--- config.mk ---
export PLATFORM = sky130hd
export DESIGN_NAME = imsg_irq_unit
export DESIGN_NICKNAME = d
export VERILOG_FILES = /design/src/rtl/imsg_pkg.sv /design/src/rtl/imsg_msg_flag.sv /design/src/rtl/imsg_doorbell.sv /design/src/rtl/imsg_regif.sv /design/src/rtl/imsg_irq_unit.sv
export SDC_FILE = /design/constraint.sdc
export NUM_CORES = 1
export LEC_CHECK = 0
export BUFFER_PORTS_ARGS = -buffer_cell sky130_fd_sc_hd__buf_2
export CAP_MARGIN = 20
export CORE_MARGIN = 3
export CORE_UTILIZATION = 44
export CTS_CLUSTER_SIZE = 25
export DETAILED_ROUTE_END_ITERATION = 8
export PLACE_DENSITY_LB_ADDON = 0.12
export SYNTH_ARGS = -nofsm -noshare
export SYNTH_HDL_FRONTEND = slang
export SYNTH_SLANG_ARGS = --single-unit
--- constraint.sdc ---
create_clock -name clk -period 1.8 [get_ports clk]
set_input_delay 0.36 -clock clk [delete_from_list [all_inputs] [get_ports clk]]
set_output_delay 0.36 -clock clk [all_outputs]
set_load 0.02 [all_outputs]
--- src/rtl/imsg_pkg.sv ---
`timescale 1ns/1ps
package imsg_pkg;
  localparam int NUM_MSG   = 2;
  localparam int ST_W      = 4;
  localparam int ST_DB_BIT = 3;
  localparam logic [ST_W-1:0] ST_LIVE = 4'b1011;

  typedef enum logic [1:0] {
    SEL_STATUS   = 2'd0,
    SEL_MASK     = 2'd1,
    SEL_DOORBELL = 2'd2,
    SEL_NONE     = 2'd3
  } reg_sel_e;
endpackage

--- src/rtl/imsg_msg_flag.sv ---
`timescale 1ns/1ps
module imsg_msg_flag (
  input  logic clk,
  input  logic rst_n,
  input  logic evt,
  input  logic mask,
  input  logic clr,
  output logic flag_q
);
  logic set_now;

  // The event wins over a clear in the same cycle.
  assign set_now = evt & ~mask;

  always_ff @(posedge clk) begin
    if (!rst_n) flag_q <= 1'b0;
    else        flag_q <= set_now | (flag_q & ~clr);
  end
endmodule

--- src/rtl/imsg_doorbell.sv ---
`timescale 1ns/1ps
module imsg_doorbell #(
  parameter int DB_W = 31
) (
  input  logic            clk,
  input  logic            rst_n,
  input  logic [DB_W-1:0] rmt_set,
  input  logic [DB_W-1:0] loc_clr,
  input  logic            mask_db,
  output logic [DB_W-1:0] db_q,
  output logic            db_flag_q
);
  logic [DB_W-1:0] db_next;
  logic            any_next;

  // A remote set beats a local clear on the same bit.
  assign db_next  = (db_q & ~loc_clr) | rmt_set;
  assign any_next = |db_next;

  always_ff @(posedge clk) begin
    if (!rst_n) begin
      db_q      <= '0;
      db_flag_q <= 1'b0;
    end else begin
      db_q      <= db_next;
      db_flag_q <= any_next & (db_flag_q | ~mask_db);
    end
  end
endmodule

--- src/rtl/imsg_regif.sv ---
`timescale 1ns/1ps
module imsg_regif
  import imsg_pkg::*;
#(
  parameter int REG_W = 32,
  parameter int DB_W  = 31
) (
  input  logic                clk,
  input  logic                rst_n,
  input  logic                wr_en,
  input  logic [1:0]          addr,
  input  logic [REG_W-1:0]    wdata,
  input  logic [ST_W-1:0]     stat_vec,
  input  logic [DB_W-1:0]     db_q,
  output logic [ST_W-1:0]     mask_q,
  output logic [NUM_MSG-1:0]  st_clr,
  output logic [DB_W-1:0]     db_clr,
  output logic [REG_W-1:0]    rdata
);
  reg_sel_e sel;
  logic     wr_st, wr_mask, wr_db;

  assign sel     = reg_sel_e'(addr);
  assign wr_st   = wr_en && (sel == SEL_STATUS);
  assign wr_mask = wr_en && (sel == SEL_MASK);
  assign wr_db   = wr_en && (sel == SEL_DOORBELL);

  assign st_clr = wr_st ? wdata[NUM_MSG-1:0] : '0;
  assign db_clr = wr_db ? wdata[DB_W-1:0]    : '0;

  always_ff @(posedge clk) begin
    if (!rst_n)       mask_q <= '0;
    else if (wr_mask) mask_q <= wdata[ST_W-1:0] & ST_LIVE;
  end

  always_comb begin
    rdata = '0;
    unique case (sel)
      SEL_STATUS:   rdata[ST_W-1:0] = stat_vec & ST_LIVE;
      SEL_MASK:     rdata[ST_W-1:0] = mask_q;
      SEL_DOORBELL: rdata[DB_W-1:0] = db_q;
      default:      rdata = '0;
    endcase
  end
endmodule

--- src/rtl/imsg_irq_unit.sv ---
`timescale 1ns/1ps
module imsg_irq_unit
  import imsg_pkg::*;
#(
  parameter int REG_W = 32,
  parameter int DB_W  = 31
) (
  input  logic               clk,
  input  logic               rst_n,
  input  logic               reg_wr_en,
  input  logic [1:0]         reg_addr,
  input  logic [REG_W-1:0]   reg_wdata,
  output logic [REG_W-1:0]   reg_rdata,
  input  logic [NUM_MSG-1:0] rmt_msg_wr,
  input  logic [DB_W-1:0]    rmt_db_set,
  output logic               irq_o
);
  logic [ST_W-1:0]    stat_vec;
  logic [ST_W-1:0]    mask_q;
  logic [NUM_MSG-1:0] st_clr;
  logic [NUM_MSG-1:0] msg_flag;
  logic [DB_W-1:0]    db_clr;
  logic [DB_W-1:0]    db_q;
  logic               db_flag;

  imsg_regif #(.REG_W(REG_W), .DB_W(DB_W)) u_regif (
    .clk      (clk),
    .rst_n    (rst_n),
    .wr_en    (reg_wr_en),
    .addr     (reg_addr),
    .wdata    (reg_wdata),
    .stat_vec (stat_vec),
    .db_q     (db_q),
    .mask_q   (mask_q),
    .st_clr   (st_clr),
    .db_clr   (db_clr),
    .rdata    (reg_rdata)
  );

  for (genvar gi = 0; gi < NUM_MSG; gi++) begin : g_msg
    imsg_msg_flag u_flag (
      .clk    (clk),
      .rst_n  (rst_n),
      .evt    (rmt_msg_wr[gi]),
      .mask   (mask_q[gi]),
      .clr    (st_clr[gi]),
      .flag_q (msg_flag[gi])
    );
  end

  imsg_doorbell #(.DB_W(DB_W)) u_db (
    .clk       (clk),
    .rst_n     (rst_n),
    .rmt_set   (rmt_db_set),
    .loc_clr   (db_clr),
    .mask_db   (mask_q[ST_DB_BIT]),
    .db_q      (db_q),
    .db_flag_q (db_flag)
  );

  assign stat_vec = {db_flag, 1'b0, msg_flag};

  always_ff @(posedge clk) begin
    if (!rst_n) irq_o <= 1'b0;
    else        irq_o <= |stat_vec;
  end
endmodule

# [Yosys cells after proc, flatten, opt, wreduce, memory -nomap -nowiden]
# Cells that the tools add are included.
[op_classes] eq_ne=2 n_mux=4 bitwise=16 reduce_logical=6
[op_table] cell="AND 31 bit" count=1
[op_table] cell="two-way mux 31 bit" count=1
[op_table] cell="NOT 31 bit" count=1
[op_table] cell="OR 31 bit" count=1
[op_table] cell="OR reduction 31 bit" count=1
[op_table] cell="two-way mux 27 bit" count=1
[op_table] cell="case mux 4 bit (3 select lines)" count=1
[op_table] cell="AND 1 bit" count=5
[op_table] cell="NOT 1 bit" count=5
[op_table] cell="logical AND 1 bit" count=3
[op_table] cell="OR 1 bit" count=3
[op_table] cell="OR reduction 3 bit" count=1
[op_table] cell="equality test 2 x 1 -> 1 bit (second input constant)" count=1
[op_table] cell="equality test 2 bit (second input constant)" count=1
[op_table] cell="logical NOT 2 bit" count=1
[op_table] cell="two-way mux 2 bit" count=1
[totals] ff_bits=38 input_bits=70 out_inout_bits=33 word_cells=34

# [Logic depth before layout (Yosys ltp)]
# Gate-level depths: netlist (run 1).
[depth] word_depth=8 depth_mapped=7

# [Modules after synthesis]
# A second synthesis (run 1) with hierarchy kept.
[hier_totals] cells_unflattened=247 area_unflattened_um2=2028.2
[by_module_without_submodules] mod="imsg_doorbell" instances=1 cells_per_inst=140 area_each_um2=1232.4 seq_area_each_um2=640.6
[by_module_without_submodules] mod="imsg_regif" instances=1 cells_per_inst=96 area_each_um2=675.6 seq_area_each_um2=60.1
[by_module_without_submodules] mod="imsg_msg_flag" instances=2 cells_per_inst=4 area_each_um2=43.8 seq_area_each_um2=20.0
[by_module_without_submodules] mod="imsg_irq_unit" instances=1 cells_per_inst=3 area_each_um2=32.5 seq_area_each_um2=20.0

# [Worst setup path before layout (run 1)]
# OpenSTA, ideal clock, no wires.
[synth_path] kind="input port to output port" from="input reg_addr[1]" to="output reg_rdata[11]" t_arrival_ns=1.270 required_time_ns=1.440 slack_ns=0.170 cell_stages=5 n_path_buf=3 cell_sequence="buf_6 -> nor2b_1 -> clkbuf_1 -> clkbuf_1 -> and2_1"
[synth_via] elab_chain_cells=2
[synth_rtl] element="from (decl)" line_no="imsg_irq_unit.sv:11" rtl="input logic [1:0] reg_addr,"
[synth_rtl] element="equality test 2 bit" line_no="imsg_regif.sv:38" rtl="unique case (sel)"
[synth_rtl] element="two-way mux 27 bit" line_no="imsg_regif.sv:38"
[synth_rtl] element="to (decl)" line_no="imsg_irq_unit.sv:13" rtl="output logic [REG_W-1:0] reg_rdata,"
# No other way between the ends.

# [Worst setup path after layout (run 1)]
[layout_path] from="input reg_addr[0]" to="output reg_rdata[24]"
# Same word-level chain as after synthesis.

==> impl_results.md, run 1 <==
- Post-DR wirelength/cell: 11.9 um
- DR vias: approximately 1.7k
- First DRT Iteration DRCs: 35
- Fin. Hold Viols: 0
- Vias in the first global route: between 1.5k and 2k
- Worst EP required: ~1400 ps
- Initial antenna violation count: 0
- Resized Gates After CTS: 0
- Syn Area/Cell: between 8 and 9 um^2
- Worst hold-check path type: in -> reg
- Total wire length: 4.34 mm
- TritonCTS clock tree: done
- Arrival time worst endpoint: approximately 1300 ps
- IO buf count: 100
- Antenna diodes: 0
- Full die area: around 5100 um^2
- Tot Pwr: 1840 uW
- Mapped Cells: between 200 and 250
- Clock slew at reported path FFs: roughly 60 ps
- Layout Skew: about 3.3 ps
- Clock sink total: 38
- Pin count of the biggest net entering global routing: 39
- Max_cap viols: 0
- Synthesis-stage register bit count: 38
- Setup WS post-layout: ~130 ps
- Kind of start point of the critical path: primary input
- DRT Pass-1 Iters: 4
- Leading area contributor after synthesis: dfxtp_1
- CP Capture Type: output port
- Sequential area share after synthesis: about 40%
- Total negative slack: 0 ps
- Maximum root-to-sink buffer count: 2
- I/O pins: 103
- Max Transition Viols Final: 0
- Die height: slightly above 70 um
- Post-DP HPWL: about 3.5 mm
- Top_reg_cell synth: dfxtp_1
- Clk root buf: clkbuf_8
- Num CTS Buffers: 5
- First-pass GRT wire length: 6.99 mm
- Top post-synthesis cells by count: dfxtp_1, nand2b_1, o22ai_1
- Max FO, Critical Path: 20
- Syn nets: ~280
- Yosys Warn Count: 0
- GR Overflow Total: 0
- Drt via density: 4.80
- H-tree levels: 2
- Final Cycle Share: just over 90%
- Leak Pwr: approximately 0.0012 uW
- Layout area overhead: 33.4%
- Core area: just over 4000 um^2
- FFs w/ async S/R, synth: 0%
- Library cells used by synthesis: 22
- Chip Width: roughly 72 um
- Worst-Skew Late Latency: about 270 ps
- Largest cells by area after synthesis: dfxtp_1, nand2b_1, o22ai_1
- Final nets: a little under 400
- Number of core rows: 23
- Power Dens Cells: 727 nW/um^2
- Yosys top cell area share: 40.2%
- Min cycle time layout: roughly 1700 ps
- Starting Density: between 40% and 50%
- Antenna violation net count after detailed routing: 0
- Fin util: 61.8%
- Critical path type: in -> out
- Final Setup Violations: 0
- Dpl ws: slightly above 9 ps
- Global Route Usage Sum: 17.1%
- GPL Wtd Cong: approximately 0.75
- RSZ-0062 raised after global routing: no
- CTS Hold Bufs: 0
- Status: finished clean
- Fill count: 392
- Most numerous cell in the Yosys netlist: dfxtp_1
- Maximum vdd ir drop: roughly 0.43 mV
- DRC violations left: 0
- Final hold slack: roughly 330 ps
- Post-synthesis cell area: 1890 um^2
- Post-CTS setup buffer count: 0
- Ratio of cells with drive above 1 in the final layout: between 30% and 40%
- Maximum clock rate: about 600 MHz
- Number of synthesized flops with an enable pin: 0
## sequential cells by signal, indices dropped and copies added, names as in the netlist
name and flops:
u_db.db_q 31, u_regif.mask_q 3, g_msg.u_flag.flag_q 2, irq_o 1, u_db.db_flag_q 1
## cell families after synthesis
| logic type | count (synthesis) | share of synthesized area (%) |
|---|---|---|
| and+or+nand+nor | 117 | 39.7 |
| AOI/OAI and AO/OA | 39 | 12.5 |
| DFF | 38 | 40.2 |
| buffers and inverters | 13 | 4.17 |
| muxes | 6 | 3.17 |
| other | 1 | 0.198 |
## report_power, final
part           switching (uW)  internal, uW  leakage, uW
combinational             172           183     0.000871
clock                     254           295    0.0000431
sequential               28.6           903     0.000318
total                     455          1380      0.00123
## placed cells by master (no fill, tap or decap)
cell type,instances
a21oi_1,4
and2_1,28
and2b_1,15
buf_12,1
buf_2,100
buf_4,4
buf_6,1
clkbuf_8,6
conb_1,1
dfxtp_1,38
inv_1,1
mux2i_1,6
nand2_1,6
nand2b_1,30
nand3_1,1
nand3b_4,1
nand4_1,7
nand4b_1,1
nor2b_1,25
nor3b_1,1
nor4_1,2
o21ai_0,4
o22ai_1,30
o31a_1,1
## metal layers
layer  global-route usage (%)  wire length, um
met5                        0                0
met4                     4.38               20
met3                     5.61              384
met2                     29.0             2060
met1                     20.9             1870
## critical path, stage by stage
cell,delay (ps)
buf_2,110
buf_4,150
nor2b_1,190
buf_6,200
and2_1,140
buf_2,160
## layout make-up
| cell class | instances | area [um^2] | area share [%] |
|---|---|---|---|
| clock buffer | 6 | 82.6 | 3.27 |
| multi-input combinational | 163 | 1050 | 41.7 |
| inverter | 1 | 3.75 | 0.149 |
| timing repair buffer | 106 | 562 | 22.3 |
| tap | 50 | 62.6 | 2.48 |
| sequential | 38 | 761 | 30.1 |
## worst paths after layout
| kind | slack, ps | cells past startpoint | endpoint | from |
|---|---|---|---|---|
| worst min-delay path | 330 | 3 | u_db.db_q[4] | rmt_db_set[4] |
| worst max-delay path | 130 | 6 | reg_rdata[24] | reg_addr[0] |
| worst max register to register | 530 | 4 | u_db.db_flag_q | u_db.db_q[0] |
| worst min register to register | 510 | 1 | irq_o | u_db.db_flag_q |
## stage by stage
step	instances	cell area [um^2]
5_1_grt	364	2520
4_1_cts	364	2520
6_report	364	2520
3_5_place_dp	358	2440
3_3_place_gp	358	2440
2_1_floorplan	214	1890
No activity file was read; power rests on OpenSTA's default activity.
==> run 2: changes to the inputs <==
RECOVER_POWER = 100   (was unset)
==> impl_results.md, run 2 (synthesis gave the netlist of run 1 again) <==
- Initial antenna violation count: 0 (unchanged)
- Pin count of the biggest net entering global routing: 39 (unchanged)
- Arrival time worst endpoint: 1320 ps (about the same)
- Final Setup Violations: 0 (unchanged)
- Drt via density: 4.82 (+0.46%)
- Total negative slack: 0 ps (unchanged)
- Num CTS Buffers: 5 (unchanged)
- Worst relative slew slack: 21.1%
- Most common cell after layout, fill and taps aside: buf_2
- First DRT Iteration DRCs: 38 (+8.6%)
- Maximum clock rate: 595 MHz (-0.57%)
- CP Capture Type: output port
- Multi-input gate area: 1050 um^2 (unchanged)
- Max_cap viols: 0 (unchanged)
- RSZ-0062 raised after global routing: no
- Combinational Power Share: 19.3% (about the same)
- Int Power: 1380 uW (-0.11%)
- Final non-filler cell total: 364 (unchanged)
- H-tree levels: 2 (unchanged)
- Fill count: 391 (-0.26%)
- Largest register by flop count: u_db.db_q
- Critical path type: in -> out
- Leak Pwr: 0.00120 uW (-2.8%)
- I/O pins: 103 (unchanged)
- Post-DR wirelength/cell: 11.9 um (-0.12%)
- Antenna violation net count after detailed routing: 0 (unchanged)
- Worst EP required: 1440 ps (about the same)
- Final nets: 385 (unchanged)
- Vias in the first global route: 1,583 (unchanged)
- Starting Density: 46.3% (unchanged)
- Status: finished clean
- Register area: 761 um^2 (unchanged)
- Switch share: 24.8% (+0.071 points)
- Dpl cells: 358 (unchanged)
- Core area: 4090 um^2 (unchanged)
- Layout area overhead: 33.1%
- Kind of start point of the critical path: primary input
- Number of core rows: 23 (unchanged)
- DRC violations left: 0 (unchanged)
- Setup WS post-layout: 120 ps (-9.59 ps)
- Fin. Hold Viols: 0 (unchanged)
- Die height: 71.6 um (unchanged)
- Maximum root-to-sink buffer count: 2 (unchanged)
- Power share of the clock group: 29.9% (about the same)
- Antenna diodes: 0 (unchanged)
- Final hold slack: 331 ps (+0.257 ps)
- Least-Margin Pin Slew: about 1200 ps
- Max reg flops: 31 (unchanged)
- Max Transition Viols Final: 0 (unchanged)
- TritonCTS clock tree: done
- Most frequent cells in the layout: buf_2, dfxtp_1, nand2b_1, o22ai_1, and2_1
- Total wire length: 4.33 mm (-0.12%)
- Chip Width: 71.6 um (unchanged)
- Post-CTS setup buffer count: 0 (unchanged)
- Maximum vdd ir drop: 0.431 mV (about the same)
- Worst-Skew Late Latency: 270 ps (about the same)
- DRT Pass-1 Iters: 4 (unchanged)
- GR Overflow Total: 0 (unchanged)
- Full die area: 5120 um^2 (unchanged)
- GPL Wtd Cong: 0.746 (unchanged)
- Min cycle time layout: 1680 ps (+9.59 ps)
- Max FO, Critical Path: 20 (unchanged)
- Ratio of cells with drive above 1 in the final layout: 34.7% (-1.3 points)
- IO buf count: 100 (unchanged)
- Clock slew at reported path FFs: 60 ps (about the same)
- Reg power frac: 50.7% (about the same)
- Clock sink total: 38 (unchanged)
- DR vias: 1,754 (+0.46%)
- Clk root buf: clkbuf_8
- Biggest regs: u_db.db_q: 31 flops, u_regif.mask_q: 3 flops, g_msg.u_flag.flag_q: 2 flops
- Final Cycle Share: 93.4% (+0.53 points)
- Post-DP HPWL: 3.46 mm (unchanged)
- Global Route Usage Sum: 17.1% (unchanged)
- Power Dens Cells: 729 nW/um^2 (+0.18%)
- Worst hold-check path type: in -> reg
- Resized Gates After CTS: 0 (unchanged)
- CTS Hold Bufs: 0 (unchanged)
- Net Sw Power: 456 uW (+0.27%)
- First-pass GRT wire length: 6.99 mm (unchanged)
- Layout Skew: 3.20 ps (-0.0853 ps)
- Dpl ws: 9.25 ps (unchanged)
==> run 2: stage by stage <==
stage | total power, uW | area [um^2] | utilization [%]
5_1_grt | 1930 | 2520 | 61.6
3_5_place_dp | 1310 | 2440 | 59.6
2_1_floorplan | 1160 | 1890 | -
6_report | 1840 | 2520 | 61.6
3_3_place_gp | 1300 | 2440 | 59.6
4_1_cts | 1860 | 2520 | 61.7
==> run 2: path summary, 6_finish.rpt <==
check / startpoint / end / slack (ps) / depth (start not counted)
setup / recovery: reg_addr[0] / reg_rdata[21] / 120 / 6
hold reg to reg: u_db.db_flag_q / irq_o / 510 / 1
setup reg to reg: u_db.db_q[0] / u_db.db_flag_q / 530 / 4
hold / removal: rmt_db_set[4] / u_db.db_q[4] / 330 / 3
==> run 2: cell type report <==
type                       instances  share of cell area [%]
clock buffer                       6                    3.28
inverter                           1                   0.149
multi-input combinational        163                    41.8
sequential                        38                    30.2
tap                               50                    2.48
timing repair buffer             106                    22.1
==> run 2: worst max-delay path: stages <==
cell and delay [ps]:
buf_2 110, buf_4 150, nor2b_1 190, buf_6 200
and2_1 150, clkbuf_2 160
==> run 2: per-layer routing <==
| layer | share of wire (%) | track usage (%) |
|---|---|---|
| met2 | 47 | 29.0 |
| met3 | 8.7 | 5.61 |
| met1 | 43 | 20.9 |
| met4 | 0.46 | 4.38 |
| met5 | 0 | 0 |
==> run 2: power by group through the flow <==
stage          logic, uW  clock network [uW]  registers (uW)
6_report             355                 549             932
5_1_grt              394                 600             939
4_1_cts              360                 572             932
3_5_place_dp         359                   0             950
3_3_place_gp         354                   0             949
2_1_floorplan        218                   0             944
